$ cat src/rtl/specarch_regfile.sv
module specarch_regfile #(
  parameter int NREG   = 8,
  parameter int DATA_W = 16,
  parameter int TAG_W  = 4,
  localparam int IDX_W = $clog2(NREG)
) (
  input  logic              clk,
  input  logic              rst_n,
  input  logic [IDX_W-1:0]  src_a,
  input  logic [IDX_W-1:0]  src_b,
  output logic              rd_a_val,
  output logic [DATA_W-1:0] rd_a_word,
  output logic              rd_b_val,
  output logic [DATA_W-1:0] rd_b_word,
  input  logic              dec_we,
  input  logic [IDX_W-1:0]  dec_dst,
  input  logic [TAG_W-1:0]  dec_tag,
  input  logic              cmp_valid,
  input  logic [IDX_W-1:0]  cmp_dst,
  input  logic [TAG_W-1:0]  cmp_tag,
  input  logic [DATA_W-1:0] cmp_data,
  input  logic              ret_valid,
  input  logic [IDX_W-1:0]  ret_dst,
  input  logic [DATA_W-1:0] ret_data,
  input  logic              ret_exc
);

  logic [NREG-1:0]             fvld;
  logic [NREG-1:0][DATA_W-1:0] fword;
  logic [NREG-1:0][DATA_W-1:0] aword;

  wire recover = ret_valid & ret_exc;
  wire cmp_hit = cmp_valid & ~fvld[cmp_dst] & (fword[cmp_dst][TAG_W-1:0] == cmp_tag);
  wire fwd_a   = cmp_hit & (cmp_dst == src_a);
  wire fwd_b   = cmp_hit & (cmp_dst == src_b);

  assign rd_a_val  = fvld[src_a] | fwd_a;
  assign rd_a_word = fwd_a ? cmp_data : fword[src_a];
  assign rd_b_val  = fvld[src_b] | fwd_b;
  assign rd_b_word = fwd_b ? cmp_data : fword[src_b];

  always_ff @(posedge clk) begin
    if (!rst_n) begin
      fvld  <= '1;
      fword <= '0;
      aword <= '0;
    end else begin
      if (ret_valid && !ret_exc) aword[ret_dst] <= ret_data;
      if (recover) begin
        fword <= aword;
        fvld  <= '1;
      end else begin
        if (cmp_hit) begin
          fword[cmp_dst] <= cmp_data;
          fvld[cmp_dst]  <= 1'b1;
        end
        if (dec_we) begin
          fword[dec_dst] <= DATA_W'(dec_tag);
          fvld[dec_dst]  <= 1'b0;
        end
      end
    end
  end

endmodule

$ cat config.mk
export PLATFORM = sky130hd
export DESIGN_NAME = specarch_regfile
export DESIGN_NICKNAME = d
export VERILOG_FILES = /design/src/rtl/specarch_regfile.sv
export SDC_FILE = /design/constraint.sdc
export NUM_CORES = 1
export LEC_CHECK = 0
export ABC_CLOCK_PERIOD_IN_PS = 2740
export BUFFER_PORTS_ARGS = -buffer_cell sky130_fd_sc_hd__buf_2
export CORE_ASPECT_RATIO = 1.4
export CORE_MARGIN = 2
export CORE_UTILIZATION = 62
export CTS_CLUSTER_SIZE = 30
export DETAILED_ROUTE_END_ITERATION = 12
export GPL_TIMING_DRIVEN = 0
export PLACE_DENSITY = 0.83
export SETUP_SLACK_MARGIN = 0.02
export SYNTH_ARGS = -nofsm -noshare
export SYNTH_HDL_FRONTEND = slang
export SYNTH_SLANG_ARGS = --single-unit
$ cat constraint.sdc
create_clock -name clk -period 2.74 [get_ports clk]
set_input_delay 0.137 -clock clk [delete_from_list [all_inputs] [get_ports clk]]
set_output_delay 0.137 -clock clk [all_outputs]
set_load 0.05 [all_outputs]
==> impl_results.md <==
* Worst hold start: dec_tag[0]
* Worst slew pin tran at 1.17 ns
* Die area at 25900 um^2
* Top-level I/O count at 95
* DRC Markers at 0
* Initial Util at 62.6%
* Routed Antenna Nets at 0
* Register bit total from synthesis at 264
* Sequential area share after synthesis at 34.6%
* IO buf count at 62
* Critical Path RT at 2.60 ns
* Fillers at 1787
* CTS tree: done
* Leakage at 7.04 nW
* Top cells by area, synth: dfxtp_1 (35%), mux4_2 (10%), nand2_1 (7.3%), a221o_1 (6.3%), mux2i_1 (5.4%)
* Mapped Nets at 1708
* Post-DP HPWL at 45.3 mm
* Failing checks: setup timing
* Critical Path Fanout Max at 5
* Setup crit end kind: primary output
* Worst-skew pair later-pin latency at 0.57 ns
* Via-to-Cell Ratio at 7.51
* Placed insts at 2024
* Hold Slack at 0.0350 ns
* Cts hold-fix bufs at 0
* Mapped Avg Cell Area at 9.28 um^2
* RSZ-0062 raised after global routing: yes
* CTS Root Cell: clkbuf_16
* Post-route setup slack at -0.264 ns
* Remaining Overflow, GRT at 0
* GRT Util Overall at 50.9%
* Reg area at 5320 um^2
* Reg2Reg Launch Point: fword[114]
* Top cell type's share of synthesized area at 34.6%
* Data arrival, critical path at 2.87 ns
* Fmax at 0.333 GHz
* Adder-Cell Fraction of Synth Area at 0%
* Outcome: finished, violations left
* EDFF count, synth at 0
* Chip Width at 137 um
* Synthesized area at 15300 um^2
* Post-route insts no fill at 2108
* Mapped Cells at 1647
* Wirelength per Cell at 32.1 um
* Hold Path Stages at 3
* Tot Pwr at 9.22 mW
* Final #Nets at 1833
* YS warnings at 0
* PwrDens at 518 nW/um^2
* Final Hold Viols at 0
* Post-synthesis mux area share at 20.1%
* Die height at 190 um
* Clock buffer count from CTS at 27
* FP Rows at 68
* Min cycle time layout at 3.00 ns
* Final setup violation count at 34
* Worst VDD drop at 0.497 mV
* Routed Wire Length at 67.7 mm
* Worst Skew at 0.0106 ns
* Synth Area in Simple Gates at 17.5%
* CP startpoint kind: flop
* Most area-hungry cell type in the Yosys netlist: dfxtp_1
* Ys flop type: dfxtp_1
* Largest family of logic cells by synthesized area: compound AO/OA/AOI/OAI gates
* Crit path kind: flop to primary output
* FFs w/ async S/R, synth at 0%
* Core area at 24400 um^2
* Final Util at 72.9%
* Slew HR at 21.5%
* Area added between synthesis and finish at 16.5%
* Compound-cell area share of the yosys netlist at 20.9%
* Pre-Repair DR Iteration Count at 7
* Vias in the first global route at 14800
* Final period utilization at 110%
* Clock Pin Slew Worst Setup and Hold Paths at 0.07 ns
* Post-synthesis cell type count at 51
* Sink Count at 264
* Hold WC Path Type: input port to flop
* Routed vias at 15800
* Multi-input gate area at 9130 um^2
* H-tree depth at 1
* DRT iter0 DRCs at 2266
* Pre-CTS setup slack at -0.433 ns
* Min-Delay Endpoint: fword[96]
* Clock Tree Buf Depth at 3
* Initial antenna violation count at 3
* Gpl congestion at 1.05
* Final max-slew violation count at 0
* R2R Setup Slk at 0.01 ns
* Largest net degree at the start of global routing at 15
* R2R cell count at 12
* FF-to-FF End: fword[115]
* Share of cells above drive strength 1 at 21.8%
* First-pass GRT wire length at 95.2 mm
* Max-cap violations at 0
* Post-Synth XOR/XNOR Area at 0.344%
-- worst max path at each step --
stage                     startpoint             to  slack (ns)  cells after the start
after detailed placement    src_a[0]   rd_a_word[5]       -0.43                      6
after CTS                   src_b[0]  rd_b_word[13]       -0.19                      6
after floorplan             src_a[0]   rd_a_word[0]        0.37                      5
after global placement      src_a[0]   rd_a_word[5]       -0.42                      6
after global routing       fword[65]   rd_b_word[6]       -0.28                      9
final                     fword[113]   rd_b_word[6]       -0.26                      9
-- metrics by stage --
stage	setup TNS, ns	cell area, um^2
4_1_cts	-3.73	17400
6_report	-7.04	17800
5_1_grt	-8.17	17800
2_1_floorplan	0	15300
3_5_place_dp	-9.44	16000
3_3_place_gp	-8.27	16000
-- worst max-delay path, cell delays in order (launching register included) --
cell	delay, ns
dfxtp_2	0.36
mux2i_1	0.19
o22ai_2	0.14
or3_1	0.40
and4_1	0.19
buf_6	0.14
nand4_4	0.16
clkbuf_16	0.20
mux2_2	0.35
buf_6	0.16
-- cell families (layout without fill, tap and decap cells) --
logic type | after synthesis | in the layout
xor+xnor | 6 | 6
other cells | 0 | 1
flops | 264 | 264
mux | 214 | 214
simple gates | 562 | 562
buf+inv | 200 | 345
compound gates | 401 | 401
-- cells in the final DEF (no fill, tap or decap), types with 7 or more instances in the layout --
| cell type | count |
|---|---|
| mux2i_1 | 81 |
| buf_8 | 17 |
| clkbuf_1 | 119 |
| nand4_1 | 7 |
| nand2_1 | 295 |
| buf_2 | 54 |
| nor2b_1 | 67 |
| dfxtp_1 | 249 |
| dfxtp_2 | 7 |
| and3_1 | 107 |
| a221o_1 | 96 |
| nor2_1 | 46 |
| buf_4 | 41 |
| clkbuf_16 | 28 |
| a211oi_4 | 8 |
| mux2_4 | 14 |
| a21boi_0 | 65 |
| o21ai_0 | 44 |
| mux4_2 | 68 |
| dfxtp_4 | 8 |
| a311oi_1 | 28 |
| mux2_2 | 50 |
| a31oi_1 | 105 |
| buf_6 | 45 |
| a221oi_1 | 24 |
-- registers in the layout (all words and copies together) (netlist names) --
name and cells:
aword 128, fvld 8, fword 128
-- report_power, final --
| group | switching (mW) | total [mW] | internal [mW] | leakage (nW) |
|---|---|---|---|---|
| logic | 0.832 | 1.22 | 0.386 | 4.43 |
| registers | 0.0537 | 3.93 | 3.88 | 2.14 |
| clock network | 1.71 | 4.07 | 2.35 | 0.464 |
-- timing repair --
item	CTS	global route
gates resized for setup	132	49
buffers inserted	9	24
setup endpoints to repair	39	130
gates cloned	0	1
pin swaps	2	16
-- layer usage --
layer | GRT usage, % | part of all wire, % | vias to the layer above
met1 | 56.7 | 31 | 7388
li1 | - | - | 6421
met5 | 0 | 0.11 | -
met3 | 20.4 | 15 | 544
met4 | 47.8 | 12 | 4
met2 | 73.0 | 41 | 1470
-- synthesized netlist by cell type (2+ instances only) --
cell / instances
nand4_2: 2
mux4_2: 68
nor2_1: 46
a32oi_1: 4
a211oi_4: 8
a311oi_1: 28
mux2_2: 64
nand3b_1: 3
dfxtp_1: 264
a221oi_1: 24
a21oi_1: 5
o211ai_1: 2
nand3_1: 6
and3_1: 107
buf_4: 17
nand4_1: 7
a21boi_0: 65
o21ai_0: 45
nor2b_1: 67
a221oi_2: 4
o31ai_1: 4
nand2b_1: 5
buf_6: 20
inv_1: 3
a31oi_1: 105
or3_1: 2
nor3b_1: 4
a221o_1: 96
buf_1: 10
buf_2: 29
clkbuf_1: 120
and2_1: 2
xor2_1: 6
a211o_1: 2
nor3_1: 5
mux2i_1: 82
o22ai_1: 5
nand2_1: 298
-- cell type report --
cell class	count	area share, %
Sequential cell	264	29.9
Antenna cell	1	0.0141
Timing Repair Buffer	96	5.14
Inverter	4	0.0843
Buffer	196	5.97
Multi-Input combinational cell	1183	51.3
Tap cell	315	2.21
Clock buffer	35	4.30
Clock inverter	14	1.06
Note: power is estimated with default switching activity, not from simulation.
